### config.mk
export PLATFORM = sky130hd
export DESIGN_NAME = wake_latch_unit
export DESIGN_NICKNAME = d
export VERILOG_FILES = /design/src/rtl/wlu_pkg.sv /design/src/rtl/wlu_edge.sv /design/src/rtl/wlu_bank.sv /design/src/rtl/wake_latch_unit.sv
export SDC_FILE = /design/constraint.sdc
export NUM_CORES = 1
export LEC_CHECK = 0
export BUFFER_PORTS_ARGS = -buffer_cell sky130_fd_sc_hd__buf_2
export CAP_MARGIN = 20
export CORE_ASPECT_RATIO = 1.1
export CORE_UTILIZATION = 35
export DETAILED_ROUTE_END_ITERATION = 7
export PLACE_DENSITY_LB_ADDON = 0.1
export SLEW_MARGIN = 10
export SYNTH_ARGS = -nofsm -noshare
export SYNTH_HDL_FRONTEND = slang
export SYNTH_SLANG_ARGS = --single-unit
### constraint.sdc
create_clock -name clk -period 2.2 [get_ports clk]
set_clock_uncertainty 0.1 [all_clocks]
set_input_delay 0.33 -clock clk [delete_from_list [all_inputs] [get_ports clk]]
set_output_delay 0.33 -clock clk [all_outputs]
set_load 0.02 [all_outputs]
### src/rtl/wlu_pkg.sv
package wlu_pkg;

    localparam int NUM_BANKS = 2;
    localparam int ADDR_W    = 3;

    typedef enum logic [1:0] {
        FLD_ENABLE   = 2'd0,
        FLD_EDGE_SEL = 2'd1,
        FLD_STICKY   = 2'd2,
        FLD_MASKED   = 2'd3
    } wlu_field_e;

endpackage

### src/rtl/wlu_edge.sv
module wlu_edge #(
    parameter int W      = 32,
    parameter int STAGES = 2
) (
    input  logic         clk,
    input  logic         rst_n,
    input  logic [W-1:0] lvl_i,
    input  logic [W-1:0] rise_sel_i,
    output logic [W-1:0] hit_o
);

    typedef struct packed {
        logic [STAGES-1:0][W-1:0] sync;
        logic [W-1:0]             prev;
    } edge_st_t;

    edge_st_t st_d, st_q;
    logic [W-1:0] cur;

    always_comb begin
        st_d         = st_q;
        st_d.sync[0] = lvl_i;
        for (int i = 1; i < STAGES; i++) begin
            st_d.sync[i] = st_q.sync[i-1];
        end
        st_d.prev = st_q.sync[STAGES-1];
    end

    always_ff @(posedge clk or negedge rst_n) begin
        if (!rst_n) begin
            st_q <= '0;
        end else begin
            st_q <= st_d;
        end
    end

    assign cur   = st_q.sync[STAGES-1];
    assign hit_o = (rise_sel_i & cur & ~st_q.prev) | (~rise_sel_i & ~cur & st_q.prev);

    AST_NO_REPEAT_HIT: assert property (@(posedge clk) disable iff (!rst_n)
        (hit_o != '0) |=> ((hit_o & $past(hit_o) & ~(rise_sel_i ^ $past(rise_sel_i))) == '0));

endmodule

### src/rtl/wlu_bank.sv
module wlu_bank
    import wlu_pkg::*;
#(
    parameter int           W       = 32,
    parameter int           STAGES  = 2,
    parameter logic [W-1:0] SEL_RST = '0
) (
    input  logic         clk,
    input  logic         rst_n,
    input  logic [W-1:0] evt_i,
    input  logic         wr_en_i,
    input  wlu_field_e   fld_i,
    input  logic [W-1:0] wdata_i,
    output logic [W-1:0] rdata_o,
    output logic [W-1:0] masked_o
);

    typedef struct packed {
        logic [W-1:0] en;
        logic [W-1:0] sel;
        logic [W-1:0] sticky;
    } bank_st_t;

    bank_st_t st_d, st_q;
    logic [W-1:0] hit;
    logic [W-1:0] clr;

    wlu_edge #(.W(W), .STAGES(STAGES)) edge_i (
        .clk       (clk),
        .rst_n     (rst_n),
        .lvl_i     (evt_i),
        .rise_sel_i(st_q.sel),
        .hit_o     (hit)
    );

    always_comb begin
        st_d = st_q;
        clr  = '0;
        if (wr_en_i) begin
            unique case (fld_i)
                FLD_ENABLE:   st_d.en  = wdata_i;
                FLD_EDGE_SEL: st_d.sel = wdata_i;
                FLD_STICKY:   clr      = wdata_i;
                default:      ;
            endcase
        end
        st_d.sticky = (st_q.sticky & ~clr) | hit;
    end

    always_ff @(posedge clk or negedge rst_n) begin
        if (!rst_n) begin
            st_q.en     <= '0;
            st_q.sel    <= SEL_RST;
            st_q.sticky <= '0;
        end else begin
            st_q <= st_d;
        end
    end

    assign masked_o = st_q.sticky & st_q.en;

    always_comb begin
        unique case (fld_i)
            FLD_ENABLE:   rdata_o = st_q.en;
            FLD_EDGE_SEL: rdata_o = st_q.sel;
            FLD_STICKY:   rdata_o = st_q.sticky;
            default:      rdata_o = masked_o;
        endcase
    end

    AST_CLEAR_TAKES: assert property (@(posedge clk) disable iff (!rst_n)
        (wr_en_i && fld_i == FLD_STICKY && (wdata_i & ~hit) != '0)
        |=> ((st_q.sticky & $past(wdata_i & ~hit)) == '0));
    AST_EDGE_WINS: assert property (@(posedge clk) disable iff (!rst_n)
        (hit != '0) |=> ((st_q.sticky & $past(hit)) == $past(hit)));
    AST_NO_SPURIOUS: assert property (@(posedge clk) disable iff (!rst_n)
        1'b1 |=> ((st_q.sticky & ~$past(st_q.sticky) & ~$past(hit)) == '0));
    AST_ENABLE_HELD: assert property (@(posedge clk) disable iff (!rst_n)
        !wr_en_i |=> $stable(st_q.en));

endmodule

### src/rtl/wake_latch_unit.sv
module wake_latch_unit
    import wlu_pkg::*;
#(
    parameter int               EVT_W       = 32,
    parameter int               SYNC_STAGES = 2,
    parameter logic [EVT_W-1:0] INT_SEL_RST = '0,
    parameter logic [EVT_W-1:0] PIN_SEL_RST = '0
) (
    input  logic              clk,
    input  logic              rst_n,
    input  logic [EVT_W-1:0]  int_evt_i,
    input  logic [EVT_W-1:0]  pin_evt_i,
    input  logic              reg_wr_en_i,
    input  logic [ADDR_W-1:0] reg_addr_i,
    input  logic [EVT_W-1:0]  reg_wdata_i,
    output logic [EVT_W-1:0]  reg_rdata_o,
    output logic              wake_req_o
);

    typedef struct packed {
        logic wake;
    } top_st_t;

    top_st_t st_d, st_q;

    logic [NUM_BANKS-1:0][EVT_W-1:0] bank_evt;
    logic [NUM_BANKS-1:0][EVT_W-1:0] bank_rdata;
    logic [NUM_BANKS-1:0][EVT_W-1:0] bank_masked;
    wlu_field_e                      fld;
    logic                            any_masked;

    assign bank_evt[0] = int_evt_i;
    assign bank_evt[1] = pin_evt_i;
    assign fld         = wlu_field_e'(reg_addr_i[1:0]);

    for (genvar g = 0; g < NUM_BANKS; g++) begin : g_bank
        localparam logic [EVT_W-1:0] SEL_INIT = (g == 0) ? INT_SEL_RST : PIN_SEL_RST;
        logic bank_wr;
        assign bank_wr = reg_wr_en_i && (reg_addr_i[2] == g[0]);

        wlu_bank #(.W(EVT_W), .STAGES(SYNC_STAGES), .SEL_RST(SEL_INIT)) bank_i (
            .clk     (clk),
            .rst_n   (rst_n),
            .evt_i   (bank_evt[g]),
            .wr_en_i (bank_wr),
            .fld_i   (fld),
            .wdata_i (reg_wdata_i),
            .rdata_o (bank_rdata[g]),
            .masked_o(bank_masked[g])
        );
    end

    assign reg_rdata_o = bank_rdata[reg_addr_i[2]];

    always_comb begin
        any_masked = 1'b0;
        for (int g = 0; g < NUM_BANKS; g++) begin
            any_masked = any_masked | (|bank_masked[g]);
        end
        st_d      = st_q;
        st_d.wake = any_masked;
    end

    always_ff @(posedge clk or negedge rst_n) begin
        if (!rst_n) begin
            st_q <= '0;
        end else begin
            st_q <= st_d;
        end
    end

    assign wake_req_o = st_q.wake;

    AST_WAKE_RISE: assert property (@(posedge clk) disable iff (!rst_n)
        ((bank_masked[0] | bank_masked[1]) != '0) |=> wake_req_o);
    AST_WAKE_FALL: assert property (@(posedge clk) disable iff (!rst_n)
        ((bank_masked[0] | bank_masked[1]) == '0) |=> !wake_req_o);
    AST_READ_BANK: assert property (@(posedge clk) disable iff (!rst_n)
        (reg_addr_i == 3'd7) |-> ((reg_rdata_o & ~bank_masked[1]) == '0));

endmodule

After elaboration in Yosys (flattened, before gate mapping)
Cells that the tools add are included.
Storage, ports and cells
  register bits: 385
  bits of input ports: 102
  word-level logic and storage cells: 58
Cells by class
  magnitude comparators: 1
  equal/unequal tests: 2
  mux-type cells: 7
  reductions and logical operators: 9
  bitwise gates (word level): 26
Operator list (number)
  bitwise AND 32 bit: 12
  NOT 32 bit: 8
  one-hot mux 32 bit (3 select lines): 2
  2-to-1 mux 32 bit: 5
  OR 32 bit: 4
  OR reduction 32 bit: 2
  AND reduction 2 bit: 4
  equality test 2 x 1 -> 1 bit, second input constant: 1
  equality test 2 bit, second input constant: 1
  logical AND 1 bit: 2
  logical NOT 2 bit: 1
  < comparator 1 x 2 -> 1 bit, second input constant: 1
  NOT 1 bit: 1
  OR 1 bit: 1

Longest topological paths before layout
Gate-level depths: netlist of run 1.
  word-level depth: 6
  gate-level depth with buffers: 7
  depth with buffers taken out: 4

Hierarchy
From an unflattened synthesis of run 1, not the netlist that was laid out.
Second synthesis, totals
  cells, all modules: 1338
  area, all modules: 16173.0 um^2
Modules (own cells, without submodules)
  wlu_bank: times used 2, cells an instance 447, area an instance 4879.7 um^2, sequential area each 2402.3 um^2
  wlu_edge: times used 2, cells an instance 192, area an instance 2929.1 um^2, sequential area each 2402.3 um^2
  wake_latch_unit: times used 1, cells an instance 60, area an instance 555.5 um^2, sequential area each 25.0 um^2

Worst setup path before layout of run 1
Ideal clock, no wire load.
  kind: input port to output port
  start point: input port reg_addr_i[2]
  end point: output port reg_rdata_o[11]
  data arrival time: 1459 ps
  setup slack: 311 ps
  cell stages on the path: 3
  cells stage by stage: buf_2 buf_1 mux2i_1
On the way
  word-level cells in the longest chain between the ends: 2
Ends and longest elaborated chain
  start: declaration: line wake_latch_unit.sv:14  | input logic [ADDR_W-1:0] reg_addr_i,
  2-to-1 mux 32 bit (implied by the code) (2 in a row): line wake_latch_unit.sv:53  | assign reg_rdata_o = bank_rdata[reg_addr_i[2]];
  end: declaration: line wake_latch_unit.sv:16  | output logic [EVT_W-1:0] reg_rdata_o,
No other way between the ends. The select of a mux whose other input is x is not followed.

Worst setup path after layout of run 1
  start point: input port reg_addr_i[0]
  end point: output port reg_rdata_o[31]
On the way
  word-level cells in the longest chain between the ends: 4
  elaborated cells between the ends (all ways): 7
Ends and longest elaborated chain
  equality test 2 bit (tied with other cells): line wlu_bank.sv:63  | unique case (fld_i)
  one-hot mux 32 bit (3 select lines): line wlu_bank.sv:63
  2-to-1 mux 32 bit (implied by the code) (*) (2 in a row): line wake_latch_unit.sv:53
Mark *: on every way between the ends. The rest lies on a longest branch, timed or not. The select of a mux whose other input is x is not followed.

==> results of run 1 <==
==> routing by layer <==
metal,share of wire,vias to the layer above,track usage
met5,0,-,0
met4,0.024,0,0.0646
met3,0.037,61,0.0321
met2,0.46,203,0.302
met1,0.48,5395,0.273
li1,-,4928,-
==> flip-flops by register name, indices dropped and copies added, names as in the netlist <==
name,flops
g_bank.bank_i.edge_i.cur,64
g_bank.bank_i.edge_i.st_d,64
g_bank.bank_i.edge_i.st_q,64
g_bank.bank_i.st_q,192
wake_req_o,1
==> kinds of logic after synthesis <==
group | count (synthesis) | share of synthesized area
buffers and inverters | 56 | 0.0192
AOI/OAI and AO/OA | 214 | 0.106
muxes | 206 | 0.147
DFF | 385 | 0.636
and+or+nand+nor | 358 | 0.0925
==> cell usage after synthesis (all sizes together) <==
master	number	area [sq um]
a211oi	18	135
a21o	18	135
a21oi	18	90.1
a221o	3	30.0
a221oi	16	146
a22o	16	140
and4b	1	10.0
buf	37	220
clkbuf	18	67.6
dfrtp	385	9630
inv	1	3.75
mux2	128	1440
mux2i	78	781
nand2	279	1050
nand4	5	31.3
nor2	68	258
nor3b	1	18.8
nor4bb	2	20.0
o211ai	61	458
o221ai	28	245
o22ai	36	225
or2	1	8.76
or4	1	7.51
==> timing repair <==
item | CTS | global route
endpoints found under the setup margin | 6 | 14
hold buffers | 90 | 0
gates resized for setup | 5 | 14
pin swaps | 0 | 1
setup buffers | 4 | 13
endpoints found under the hold margin | 545 | 0
==> per-stage QoR <==
step                      setup TNS [ns]  area, sq um  cells  worst slack (ns)
after floorplan                        0        15200   1219             0.311
after global placement                 0        17000   1915             0.109
after detailed placement               0        17000   1915            0.0818
after CTS                              0        19400   2088           0.00296
after global routing             -0.0242        19600   2100           -0.0106
final                                  0        19600   2100            0.0620
==> path summary, 6_finish.rpt <==
check                                                                 from  slack (ns)                                         end  depth (start not counted)
max in group asynchronous                                            rst_n        1.11       g_bank[1].bank_i.st_q[80]$_DFFE_PN0P_                          3
worst min-delay path                                       reg_wdata_i[19]        0.03       g_bank[1].bank_i.st_q[51]$_DFFE_PN0P_                          2
worst min register to register  g_bank[0].bank_i.edge_i.st_d[88]$_DFF_PN0_        0.24   g_bank[0].bank_i.edge_i.cur[24]$_DFF_PN0_                          0
worst max register to register       g_bank[0].bank_i.st_q[87]$_DFFE_PN0P_        0.20                        wake_req_o$_DFF_PN0_                          5
worst max-delay path                                         reg_addr_i[0]        0.06                             reg_rdata_o[31]                          7
min in group asynchronous                                            rst_n        0.13  g_bank[0].bank_i.edge_i.st_d[90]$_DFF_PN0_                          2
==> worst max-delay path, cell delays in order <==
cell	delay (ns)
buf_2	0.16
or2_4	0.26
buf_12	0.20
o22ai_1	0.10
a21oi_1	0.27
a21o_1	0.19
buf_2	0.17
==> layout by cell type (no fill, tap or decap), types with 18 or more instances in the layout <==
cell / n
dlygate4sd3_1: 90
mux2i_1: 78
o221ai_1: 24
buf_2: 123
nand2_1: 279
a21o_1: 18
a211oi_1: 18
nor2_1: 67
o22ai_1: 36
a21oi_1: 18
mux2_2: 121
o211ai_1: 61
buf_4: 53
dfrtp_1: 379
clkbuf_16: 45
buf_12: 23
==> power groups by stage <==
stage	Combinational [W]	Sequential (W)	Clock, W
after global routing	0.00309	0.00886	0.00822
final	0.00281	0.00874	0.00770
after floorplan	0.00165	0.00854	0
after CTS	0.00274	0.00875	0.00794
after global placement	0.00251	0.00887	0
after detailed placement	0.00256	0.00888	0
==> cell type report <==
class                   instances  area, sq um  share of cell area
repair buffers                290         2390               0.122
clock inverters                16          238              0.0121
multi-input cells             778         5290               0.270
clock buffers                  63         1300              0.0666
flip-flops and latches        385         9640               0.493
inverters                       1         3.75            0.000192
well taps                     567          709              0.0362
==> metrics, run 1 <==
outcome=finished, final reports clean; hpwl dp=27500 microns; yosys warns=0; Fin Hold WS=0.0313 ns; final setup vio count=0; Flop pwr share=0.454; Max Root-Sink Buffers=3; Comb pwr share=0.146; Yosys cell types=29; number of buffer cells added on primary ports=134; Initial DRC Count=520; first-pass GRT wire length=64600 microns; Mapped Area=15200 sq um; Layout area overhead=29.2%; crit path time final=2.14 ns; routed vias=10600; HP Class=input port to register; Setup crit end kind=primary output; Leak=8.75 nW; Clk Tree Root Cell=clkbuf_16; Post-DRT Antenna Nets=0; Num CTS Buffers=43; largest net degree at the start of global routing=82; Max Cap Viol=0; Setup CP Type=input port to primary output; Final Net Count=1601; Placer Congestion=0.774; Post-Synthesis Net Count=1321; RSZ-0062 raised after global routing=yes; Worst Path Max Fanout=19; core footprint=42500 sq um; CTS tree=built; antenna violations before repair=0; Hold Vio Cnt, Final=0; vias in the first global route=10500; First-pass DRT Iterations=5; Die Area=44100 sq um; Clock Pin Slew Worst Setup and Hold Paths=0.06 ns; clk sinks=385; Routed WL=41800 microns; PD cells=983 nW/um^2; DIE HEIGHT=220 microns; final total power=0.0192 W; GR Util All Layers=0.193; synthesized flop and latch total=385; Initial Utilization=0.357; IO Pins=135; gr ovfl total=0; post-synthesis cell count=1219; sequential fraction of the synthesis area=0.636; CTS H-Tree Depth=2; Antenna Cells=0; crit share post-route=0.972; Sw Share=0.264; Worst Setup Start Kind=input port; clock power share=0.400; clk_lat worst skew=0.57 ns; via/cell ratio=5.04; drt drc=0; headroom to the max-slew limit=0.696; Worst VDD drop=0.658 mV; internal power=0.0142 W; switching power=0.00507 W; data required time at the worst endpoint=1.77 ns; Slew Limit Fails=0; Critical Path AT=1.71 ns; maximum clock rate=0.468 GHz; Die Wd=200 microns; Least-Margin Pin Slew=0.455 ns; share of cells above drive strength 1=0.267; wire length per cell=19.9 microns; final core utilization=0.461; Rows=79; synthesized area per cell=12.4 sq um; Fillers=3994
No activity file was read; power rests on OpenSTA's default activity.
==> inputs of run 2 (changes only) <==
--- a/config.mk
+++ b/config.mk
@@ -10,6 +10,7 @@
 export CORE_ASPECT_RATIO = 1.1
 export CORE_UTILIZATION = 35
 export DETAILED_ROUTE_END_ITERATION = 7
+export MAX_ROUTING_LAYER = met4
 export PLACE_DENSITY_LB_ADDON = 0.1
 export SLEW_MARGIN = 10
 export SYNTH_ARGS = -nofsm -noshare
==> metrics, run 2 (synthesis results as in run 1) <==
via/cell ratio=5.03; vias in the first global route=10500; core footprint=42500 sq um; Max Cap Viol=0; commonest non-fill, non-tap cell in the layout=dfrtp_1; Fin Hold WS=0.0242 ns; internal power=0.0142 W; Slew Limit Fails=0; Initial DRC Count=488; Fillers=3994; final core utilization=0.461; Hold Vio Cnt, Final=0; Max Root-Sink Buffers=3; Worst VDD drop=0.657 mV; RSZ-0062 raised after global routing=yes; Placer Congestion=0.785; CTS H-Tree Depth=2; Layout area overhead=29.2%; Clk Tree Root Cell=clkbuf_16; Num CTS Buffers=43; Leak=8.75 nW; Initial Utilization=0.357; Final Net Count=1601; maximum clock rate=0.466 GHz; clock power share=0.400; Post-DRT Antenna Nets=0; Least-Margin Pin Slew=0.453 ns; switching power=0.00508 W; max FFs per register=192; drt drc=0; Die Area=44100 sq um; Flop pwr share=0.454; HP Class=input port to register; clk_lat worst skew=0.57 ns; First-pass DRT Iterations=5; Clock Pin Slew Worst Setup and Hold Paths=0.06 ns; Critical Path AT=1.72 ns; Die Wd=200 microns; share of cells above drive strength 1=0.267; gr ovfl total=0; wire length per cell=20.0 microns; Worst Setup Start Kind=register; headroom to the max-slew limit=0.698; Comb pwr share=0.146; crit path time final=2.15 ns; Worst Path Max Fanout=4; first-pass GRT wire length=64600 microns; post-route cell area=19600 sq um; antenna violations before repair=0; Setup crit end kind=primary output; PD cells=984 nW/um^2; hpwl dp=27500 microns; Routed WL=41900 microns; DIE HEIGHT=220 microns; largest net degree at the start of global routing=82; routed vias=10600; data required time at the worst endpoint=1.77 ns; most frequent cells in the layout=dfrtp_1 (379), nand2_1 (279), buf_2 (123); outcome=finished, final reports clean; number of buffer cells added on primary ports=134; Antenna Cells=0; Setup CP Type=register to primary output; final setup vio count=0; Placed Area=17000 sq um; Rows=79; Largest Register=g_bank.bank_i.st_q; Sw Share=0.264; GR Util All Layers=0.199; clk sinks=385; IO Pins=135; crit share post-route=0.976; CTS tree=built
## run 2: worst paths after layout
kind,startpoint,end,slack [ns],depth (start not counted)
worst max register to register,g_bank[0].bank_i.st_q[87]$_DFFE_PN0P_,wake_req_o$_DFF_PN0_,0.19,5
worst min register to register,g_bank[0].bank_i.edge_i.st_d[88]$_DFF_PN0_,g_bank[0].bank_i.edge_i.cur[24]$_DFF_PN0_,0.24,0
max in group asynchronous,rst_n,g_bank[1].bank_i.st_q[80]$_DFFE_PN0P_,1.11,3
min in group asynchronous,rst_n,g_bank[0].bank_i.edge_i.st_d[90]$_DFF_PN0_,0.13,2
worst max-delay path,g_bank[0].bank_i.st_q[65]$_DFFE_PN0P_,reg_rdata_o[1],0.05,5
worst min-delay path,reg_wdata_i[19],g_bank[1].bank_i.st_q[51]$_DFFE_PN0P_,0.02,2
## run 2: power groups by stage
stage                     clock [W]  sequential (W)  combinational, W
after global routing        0.00822         0.00886           0.00309
after CTS                   0.00794         0.00875           0.00274
after detailed placement          0         0.00888           0.00256
final                       0.00771         0.00874           0.00281
after floorplan                   0         0.00854           0.00165
after global placement            0         0.00887           0.00251
## run 2: critical path, cell delays in order, from the launching register on
cell and delay, ns:
dfrtp_2 0.43, mux2i_1 0.10, nand2_1 0.07, o221ai_1 0.12, mux2i_1 0.23, buf_2 0.21
## run 2: final cells by class
cell class	count	area, sq um	area share
clock inverters	16	238	0.0121
clock buffers	63	1300	0.0666
well taps	567	709	0.0362
inverters	1	3.75	0.000192
flip-flops and latches	385	9640	0.493
multi-input cells	778	5290	0.270
repair buffers	290	2390	0.122
## run 2: timing repair
item                                    in CTS  in global routing
pin swaps                                    0                  1
gates resized for setup                      5                 14
hold endpoints to repair                   545                  0
hold buffers                                90                  0
buffers inserted                             4                 13
endpoints found under the setup margin       6                 14
## run 2: per-layer routing
metal  track usage  share of wire  vias up  routed length [microns]
met5             -              0        -                        0
met4        0.0646          0.024        0                     1020
met3        0.0314          0.039       64                     1650
met2         0.302           0.46      214                    19400
met1         0.274           0.47     5356                    19900
li1              -              -     4933                        -
## run 2: stage by stage
| stage | setup TNS (ns) | total power [W] | setup slack [ns] | std cells |
|---|---|---|---|---|
| 2_1_floorplan | 0 | 0.0102 | 0.311 | 1219 |
| 3_3_place_gp | 0 | 0.0114 | 0.109 | 1915 |
| 3_5_place_dp | 0 | 0.0114 | 0.0818 | 1915 |
| 4_1_cts | 0 | 0.0194 | 0.00296 | 2088 |
| 5_1_grt | -0.0228 | 0.0202 | -0.0102 | 2100 |
| 6_report | 0 | 0.0193 | 0.0538 | 2100 |
